<file path="config.mk">
export PLATFORM = sky130hd
export DESIGN_NAME = stmap_top
export DESIGN_NICKNAME = d
export VERILOG_FILES = /design/src/rtl/stmap_pkg.sv /design/src/rtl/stmap_regs.sv /design/src/rtl/stmap_route.sv /design/src/rtl/stmap_top.sv
export SDC_FILE = /design/constraint.sdc
export NUM_CORES = 1
export LEC_CHECK = 0
export BUFFER_PORTS_ARGS = -buffer_cell sky130_fd_sc_hd__buf_2
export CAP_MARGIN = 0
export CELL_PAD_IN_SITES_DETAIL_PLACEMENT = 1
export CELL_PAD_IN_SITES_GLOBAL_PLACEMENT = 1
export CORE_UTILIZATION = 40
export CTS_BUF_LIST = sky130_fd_sc_hd__clkbuf_4 sky130_fd_sc_hd__clkbuf_8
export DETAILED_ROUTE_END_ITERATION = 7
export PLACE_DENSITY = 0.79
export REMOVE_ABC_BUFFERS = 1
export SETUP_SLACK_MARGIN = 0.3
export SYNTH_ARGS = -nofsm -noshare
export SYNTH_HDL_FRONTEND = slang
export SYNTH_SLANG_ARGS = --single-unit
</file>
<file path="constraint.sdc">
create_clock -name clk -period 1.8 [get_ports clk]
set_input_delay 0.36 -clock clk [delete_from_list [all_inputs] [get_ports clk]]
set_output_delay 0.36 -clock clk [all_outputs]
set_load 0.05 [all_outputs]
</file>
<file path="src/rtl/stmap_pkg.sv">
package stmap_pkg;
    localparam int NUM_SRC    = 32;
    localparam int LINES      = 8;
    localparam int FLD_W      = 4;
    localparam int DATA_W     = 32;
    localparam int ADDR_W     = 3;
    localparam int STBY_LINES = 2;

    typedef struct packed {
        logic [LINES-1:0] irq;
        logic [LINES-1:0] pme;
    } route_t;
endpackage

</file>
<file path="src/rtl/stmap_regs.sv">
module stmap_regs
    import stmap_pkg::*;
#(
    parameter int N_SRC = NUM_SRC,
    parameter int FW    = FLD_W,
    parameter int DW    = DATA_W,
    parameter int AW    = ADDR_W
) (
    input  logic                clk,
    input  logic                rst_n,
    input  logic                we,
    input  logic [AW-1:0]       addr,
    input  logic [DW-1:0]       wdata,
    output logic [DW-1:0]       rdata,
    output logic [N_SRC*FW-1:0] map_flat,
    output logic [N_SRC-1:0]    en
);
    localparam int NMAP   = (N_SRC * FW) / DW;
    localparam int EN_W   = N_SRC / 2;
    localparam int A_ENLO = NMAP;
    localparam int A_ENHI = NMAP + 1;

    typedef struct packed {
        logic [NMAP-1:0][DW-1:0] map;
        logic [EN_W-1:0]         en_lo;
        logic [EN_W-1:0]         en_hi;
        logic [DW-1:0]           rdata;
    } regs_t;

    regs_t s_d, s_q;

    always_comb begin
        s_d       = s_q;
        s_d.rdata = '0;
        for (int k = 0; k < NMAP; k++) begin
            if (we && addr == AW'(k)) s_d.map[k] = wdata;
            if (addr == AW'(k))       s_d.rdata  = s_q.map[k];
        end
        if (we && addr == AW'(A_ENLO)) s_d.en_lo = wdata[EN_W-1:0];
        if (we && addr == AW'(A_ENHI)) s_d.en_hi = wdata[EN_W-1:0];
        if (addr == AW'(A_ENLO)) s_d.rdata = DW'(s_q.en_lo);
        if (addr == AW'(A_ENHI)) s_d.rdata = DW'(s_q.en_hi);
    end

    always_ff @(posedge clk or negedge rst_n) begin
        if (!rst_n) s_q <= '0;
        else        s_q <= s_d;
    end

    assign rdata    = s_q.rdata;
    assign map_flat = s_q.map;
    assign en       = {s_q.en_hi, s_q.en_lo};
endmodule

</file>
<file path="src/rtl/stmap_route.sv">
module stmap_route
    import stmap_pkg::*;
#(
    parameter int N_SRC = NUM_SRC,
    parameter int FW    = FLD_W
) (
    input  logic [N_SRC*FW-1:0] map_flat,
    input  logic [N_SRC-1:0]    en,
    input  logic [N_SRC-1:0]    ev,
    output route_t              route
);
    localparam int SEL_W = FW - 1;

    logic [N_SRC-1:0][LINES-1:0] dec_irq;
    logic [N_SRC-1:0][LINES-1:0] dec_pme;

    for (genvar s = 0; s < N_SRC; s++) begin : gen_src
        logic [FW-1:0]    fld;
        logic [LINES-1:0] hot;
        logic             act;
        assign fld        = map_flat[s*FW +: FW];
        assign act        = en[s] & ev[s];
        assign hot        = LINES'(1) << fld[SEL_W-1:0];
        assign dec_pme[s] = (act &  fld[FW-1]) ? hot : '0;
        assign dec_irq[s] = (act & ~fld[FW-1]) ? hot : '0;
    end

    always_comb begin
        route = '0;
        for (int s = 0; s < N_SRC; s++) begin
            route.irq = route.irq | dec_irq[s];
            route.pme = route.pme | dec_pme[s];
        end
    end
endmodule

</file>
<file path="src/rtl/stmap_top.sv">
module stmap_top
    import stmap_pkg::*;
(
    input  logic              clk,
    input  logic              rst_n,
    input  logic [NUM_SRC-1:0] ev_i,
    input  logic              work_on_i,
    input  logic              cfg_we_i,
    input  logic [ADDR_W-1:0] cfg_addr_i,
    input  logic [DATA_W-1:0] cfg_wdata_i,
    output logic [DATA_W-1:0] cfg_rdata_o,
    output logic [LINES-1:0]  int_o,
    output logic [LINES-1:0]  pme_o
);
    localparam logic [LINES-1:0] WORK_MASK = LINES'((1 << (LINES - STBY_LINES)) - 1);

    logic [NUM_SRC*FLD_W-1:0] map_flat;
    logic [NUM_SRC-1:0]       ev_en;
    route_t                   route;
    route_t                   out_d, out_q;

    stmap_regs u_regs (
        .clk      (clk),
        .rst_n    (rst_n),
        .we       (cfg_we_i),
        .addr     (cfg_addr_i),
        .wdata    (cfg_wdata_i),
        .rdata    (cfg_rdata_o),
        .map_flat (map_flat),
        .en       (ev_en)
    );

    stmap_route u_route (
        .map_flat (map_flat),
        .en       (ev_en),
        .ev       (ev_i),
        .route    (route)
    );

    always_comb begin
        out_d = route;
        if (!work_on_i) begin
            out_d.irq = '0;
            out_d.pme = route.pme & ~WORK_MASK;
        end
    end

    always_ff @(posedge clk or negedge rst_n) begin
        if (!rst_n) out_q <= '0;
        else        out_q <= out_d;
    end

    assign int_o = out_q.irq;
    assign pme_o = out_q.pme;
endmodule

</file>
==> results of run 1 <==
-- synth_stat cells, drive strengths merged (13+ instances only) --
cell type  number
buf            53
a21oi          20
clkbuf         43
dfrtp         208
o221ai         16
nor2b          20
nand2          67
nand2b         72
nor3          132
o22ai         167
nor4           55
nand4          45
mux2i          32
mux2          158
mux4           16
nand4b         65
nor2           75
nand3          13
-- layer usage --
metal | track usage [%] | GRT overflow
met1 | 73.1 | 0
met5 | 23.9 | 0
met2 | 91.1 | 3
met3 | 56.4 | 0
met4 | 70.4 | 15
-- stage by stage --
stage | cell area [µm²] | utilization [%] | cells | setup WS (ns) | TNS (ns)
after CTS | 21500 | 66.3 | 2522 | -0.124 | -0.384
after detailed placement | 18700 | 57.5 | 2379 | -0.228 | -2.27
after global placement | 18700 | 57.5 | 2379 | -0.223 | -1.65
after floorplan | 12700 | - | 1233 | -0.510 | -43.56
-- repair_timing --
action                                  CTS
resized for setup                       334
endpoints found under the hold margin    38
pin swaps                                81
endpoints found under the setup margin   64
gates cloned                              0
hold buffers                              2
buffers inserted                         68
-- cell families after synthesis --
family                 Yosys count  share of synthesized area, %
DFF                            208                          39.6
and+or+nand+nor                574                          25.7
AOI/OAI and AO/OA              241                          12.2
buffers and inverters          100                          3.52
muxes                          206                          19.0
==> impl_metrics.sql, run 1 <==
INSERT INTO impl_metrics (metric_group, metric, value, unit) VALUES
('floorplan', 'floorplan.die.height', '183', 'µm'),
('grt', 'grt_pass1_vias', '22085', ''),
('synth', 'synth_cell_type_count', '49', ''),
('synth', 'synthDominantCellAreaShare', '39.6', '%'),
('synth', 'synth-warning-count', '0', ''),
('synth', 'async_reset_ff_share', '100', '%'),
('synth', 'synth_cells', '1329', ''),
('cts', 'clock_path_buffers', '3', ''),
('grt', 'gr-usage-all-layers', '72.8', '%'),
('placement', 'port-buffer-count', '118', ''),
('floorplan', 'rows', '66', ''),
('synth', 'synth.cell_area', '0.0131', 'mm²'),
('grt', 'maximum_number_of_pins_on_one_net_before_global_route_repair', '50', ''),
('cts', 'buffer_cell_driving_the_clock_tree_root', 'clkbuf_8', ''),
('synth', 'synth-main-ff-cell', 'dfrtp_1', ''),
('synth', 'synth.top_cells.by_area', 'dfrtp_1 40%, mux2_2 13%, o22ai_1 8.0%', ''),
('outcome', 'failed_stage', '5_1_grt', ''),
('floorplan', 'initial_utilization', '40.5', '%'),
('grt', 'grt_overflow', '18', ''),
('placement', 'place_hpwl', '76900', 'µm'),
('synth', 'synth-seq-cells', '208', ''),
('outcome', 'outcome', 'stopped before the end', ''),
('floorplan', 'die-width', '183', 'µm'),
('cts', 'clock_tree.htree_level_count', '2', ''),
('synth', 'synth_edf_count', '0', ''),
('synth', 'synth.largest_area_cell', 'dfrtp_1', ''),
('cts', 'cts_made_buffers', '41', ''),
('outcome', 'flow.first_error', '[ERROR GRT-0116] Global routing finished with congestion. Check the congestion regions in the DRC Viewer.', ''),
('cts', 'cts_num_sinks', '208', ''),
('synth', 'syn_area_per_cell', '9.89', 'µm²'),
('grt', 'grt_first_pass_wirelength', '172000', 'µm'),
('synth', 'synth-seq-area-share', '39.6', '%'),
('placement', 'finalWeightedCongestion', '1.20', ''),
('floorplan', 'num_io_pins', '119', '');
==> run 2, diff against run 1 <==
==> config.mk (replaced) <==
export PLATFORM = sky130hd
export DESIGN_NAME = stmap_top
export DESIGN_NICKNAME = d
export VERILOG_FILES = /design/src/rtl/stmap_pkg.sv /design/src/rtl/stmap_regs.sv /design/src/rtl/stmap_route.sv /design/src/rtl/stmap_top.sv
export SDC_FILE = /design/constraint.sdc
export NUM_CORES = 1
export LEC_CHECK = 0
export BUFFER_PORTS_ARGS = -buffer_cell sky130_fd_sc_hd__buf_2
export CAP_MARGIN = 0
export CORE_UTILIZATION = 25
export DETAILED_ROUTE_END_ITERATION = 7
export PLACE_DENSITY_LB_ADDON = 0.15
export REMOVE_ABC_BUFFERS = 1
export SYNTH_ARGS = -nofsm -noshare
export SYNTH_HDL_FRONTEND = slang
export SYNTH_SLANG_ARGS = --single-unit
==> run 2 against run 1 <==
Effect of this change:
- the flow now finishes, with violations (negative setup slack)
- synthesized cell count stayed put
- area after synthesis unchanged
==> impl_metrics.sql, run 2 <==
INSERT INTO impl_metrics (metric_group, metric, value, unit) VALUES
('setup_path', 'worst_path_max_delay_cell', 'dfrtp_2', ''),
('synth', 'async_reset_ff_share', '100', '%'),
('final_layout', 'areaGrowthSynthToFinish', '75.1', '%'),
('timing', 'final.period_utilization', '108', '%'),
('setup_path', 'worst_r2r_startpoint', 'u_regs.en[22]', ''),
('synth', 'synth.top_cells.by_area', 'dfrtp_1 40%, mux2_2 13%, o22ai_1 8.0%', ''),
('setup_path', 'worst_setup_path_start_kind', 'flip-flop', ''),
('detailed_routing', 'drc_errors', '0', ''),
('setup_path', 'cp-end-kind', 'flip-flop', ''),
('final_layout', 'most-common-layout-cells', '651 x buf_4, 163 x dfrtp_1, 146 x mux2_2', ''),
('synth', 'synth-warning-count', '0', ''),
('setup_path', 'worst-endpoint-required', '2.23', 'ns'),
('pwr', 'cellPowerDensity', '1100', 'mW/mm²'),
('final_layout', 'layout_commonest_cell', 'buf_4', ''),
('detailed_routing', 'detail-route-antenna-nets', '0', ''),
('synth', 'synth_edf_count', '0', ''),
('final_layout', 'final_layout_size_suffix_gt1_share', '61.2', '%'),
('setup_path', 'crit_fanout', '5', ''),
('final_layout', 'finalCoreUtilization', '44.6', '%'),
('final_layout', 'finish.net_count', '2208', ''),
('synth', 'synth-seq-cells', '208', ''),
('placement', 'pre_cts_slack', '-0.659', 'ns'),
('synth', 'synth.cell_area', '0.0131', 'mm²'),
('setup_path', 'slowest_delay', '0.48', 'ns'),
('placement', 'port-buffer-count', '118', ''),
('setup_path', 'path_cells', 'nand4_1 > buf_4 > nor3_4 > nor4_4 > buf_4 > nand4_1 > o31a_1', ''),
('setup_path', 'worst-r2r-setup-slack', '-0.15', 'ns'),
('synth', 'netlist_top_cells_count', '208 x dfrtp_1, 167 x o22ai_1, 146 x mux2_2, 130 x nor3_1, 74 x nor2_1', ''),
('placement', 'placedInstanceArea', '0.0200', 'mm²'),
('floorplan', 'rows', '83', ''),
('detailed_routing', 'totalWireLength', '103000', 'µm'),
('grt', 'grt_pass1_vias', '16232', ''),
('synth', 'synthDominantCellAreaShare', '39.6', '%'),
('synth', 'synth_cells', '1329', ''),
('timing', 'final-setup-viol-count', '13', ''),
('timing', 'final.min_clock_period', '1.95', 'ns'),
('final_layout', 'largest_reg_flops', '128', ''),
('cts', 'buffer_cell_driving_the_clock_tree_root', 'clkbuf_16', ''),
('placement', 'post_place_cells', '2739', ''),
('timing', 'achievable-frequency', '512', 'MHz'),
('timing', 'worst_slack', '-0.152', 'ns'),
('outcome', 'violations', 'negative setup slack', ''),
('cts', 'tritoncts', 'built', ''),
('grt', 'grt_first_pass_wirelength', '139000', 'µm'),
('floorplan', 'floorplan.die.height', '231', 'µm'),
('setup_path', 'signal_arrival_time_at_the_worst_endpoint', '2.38', 'ns'),
('floorplan', 'num_io_pins', '119', ''),
('outcome', 'outcome', 'complete, but fails checks', ''),
('detailed_routing', 'drt_pass1_iterations', '5', ''),
('floorplan', 'fp.dieArea', '0.0535', 'mm²'),
('pwr', 'p_leak', '9.88', 'nW'),
('timing', 'grt_setup_unrepaired', 'true', ''),
('setup_path', 'worst_setup_startpoint', 'u_regs.en[22]', ''),
('cts', 'clkTransAtPathRegs', '0.06', 'ns'),
('cts', 'clkLatencyLatePin', '0.59', 'ns'),
('detailed_routing', 'dr_total_vias', '16286', ''),
('final_layout', 'fin_area', '0.0230', 'mm²'),
('floorplan', 'core_area', '0.0516', 'mm²'),
('timing', 'worst_pin_slew', '0.912', 'ns'),
('grt', 'antenna_found_initial', '4', ''),
('placement', 'place_hpwl', '86600', 'µm'),
('hold_path', 'worstHoldStart', 'cfg_wdata_i[28]', ''),
('synth', 'synth.largest_area_cell', 'dfrtp_1', ''),
('synth', 'synth-seq-area-share', '39.6', '%'),
('floorplan', 'die-width', '231', 'µm'),
('timing', 'finalClockSkew', '0.0183', 'ns'),
('synth', 'syn_area_per_cell', '9.89', 'µm²'),
('setup_path', 'worstSetupPathType', 'flip-flop to flip-flop', ''),
('cts', 'cts_made_buffers', '27', ''),
('hold_path', 'worst_hold_path_type', 'input port to flip-flop', ''),
('detailed_routing', 'drt_iter0_markers', '1701', ''),
('setup_path', 'critPathTopFamily', 'simple AND/OR/NAND/NOR gates', ''),
('pwr', 'worst_ir_drop_vdd', '0.903', 'mV'),
('timing', 'slew_viol_final', '0', ''),
('run', 'max_cap_violations', '0', ''),
('cts', 'clock_tree.htree_level_count', '1', ''),
('final_layout', 'final_cell_count_no_fill', '2840', ''),
('synth', 'synthMostInstantiatedCell', 'dfrtp_1', ''),
('synth', 'synth-main-ff-cell', 'dfrtp_1', ''),
('detailed_routing', 'detail_route.vias_per_cell', '5.73', ''),
('synth', 'synth_cell_type_count', '49', ''),
('grt', 'maximum_number_of_pins_on_one_net_before_global_route_repair', '52', ''),
('cts', 'clock_path_buffers', '3', ''),
('floorplan', 'initial_utilization', '25.5', '%'),
('detailed_routing', 'avgRoutedWirePerCell', '36.2', 'µm'),
('timing', 'hold_violations', '0', ''),
('cts', 'cts_num_sinks', '208', ''),
('placement', 'finalWeightedCongestion', '1.09', ''),
('timing', 'slew-limit-headroom', '38.7', '%'),
('grt', 'gr-usage-all-layers', '38.4', '%'),
('grt', 'grt_overflow', '0', ''),
('setup_path', 'critical_path_buf_inv_count', '2', '');
-- run 2: cell counts after synthesis --
No cell type changed its count.
-- run 2: repair_timing --
item,in CTS,in global routing
hold endpoints to repair,40,0
resized for setup,187,137
hold buffers,1,0
setup buffers,41,23
endpoints found under the setup margin,16,16
pin swaps,61,79
-- run 2: cells by family (layout without fill, tap and decap cells) --
group                  Yosys count  count (layout)  synth area share [%]
other                            0               2                     0
AOI/OAI and AO/OA              241             241                  12.2
muxes                          206             206                  19.0
and+or+nand+nor                574             574                  25.7
DFF                            208             208                  39.6
buffers and inverters          100             929                  3.52
-- run 2: layout make-up --
cell class	instances	area (µm²)
Tap cell	680	851
Fill cell	4996	28600
Multi-Input combinational cell	1021	8850
Clock inverter	15	116
Inverter	4	15.0
Timing Repair Buffer	875	7140
Clock buffer	35	766
Antenna cell	2	5.00
Sequential cell	208	5260
-- run 2: power by group --
group	total (W)	internal (W)	switching [W]
combinational	0.0128	0.00591	0.00684
sequential	0.00712	0.00577	0.00135
clock	0.00550	0.00314	0.00237
total	0.0254	0.0148	0.0106
-- run 2: metal layers --
layer / global-route usage [%] / vias up / part of all wire (%)
li1: - / 6876 / -
met1: 51.7 / 8407 / 43
met2: 59.2 / 779 / 44
met3: 6.46 / 222 / 7.4
met4: 19.1 / 2 / 6.4
met5: 0 / - / 0.014
-- run 2: path summary, 6_finish.rpt --
check,end,cells after the start
worst max-delay path,pme_o[4],7
worst min-delay path,u_regs.map_flat[60],2
worst max register to register,pme_o[4],7
worst min register to register,u_regs.map_flat[71],1
max in group asynchronous,u_regs.map_flat[86],3
min in group asynchronous,u_regs.map_flat[66],2
-- run 2: per-stage QoR --
| stage | power (W) | TNS, ns | hold WS (ns) |
|---|---|---|---|
| floorplan | 0.0107 | -43.56 | 0.0644 |
| global placement | 0.0184 | -9.50 | 0.341 |
| detailed placement | 0.0183 | -8.96 | 0.350 |
| CTS | 0.0246 | -0.538 | 0.0423 |
| global route | 0.0261 | -1.26 | 0.0602 |
| finish | 0.0254 | -0.937 | 0.0562 |
(Power assumes the default switching activity.)
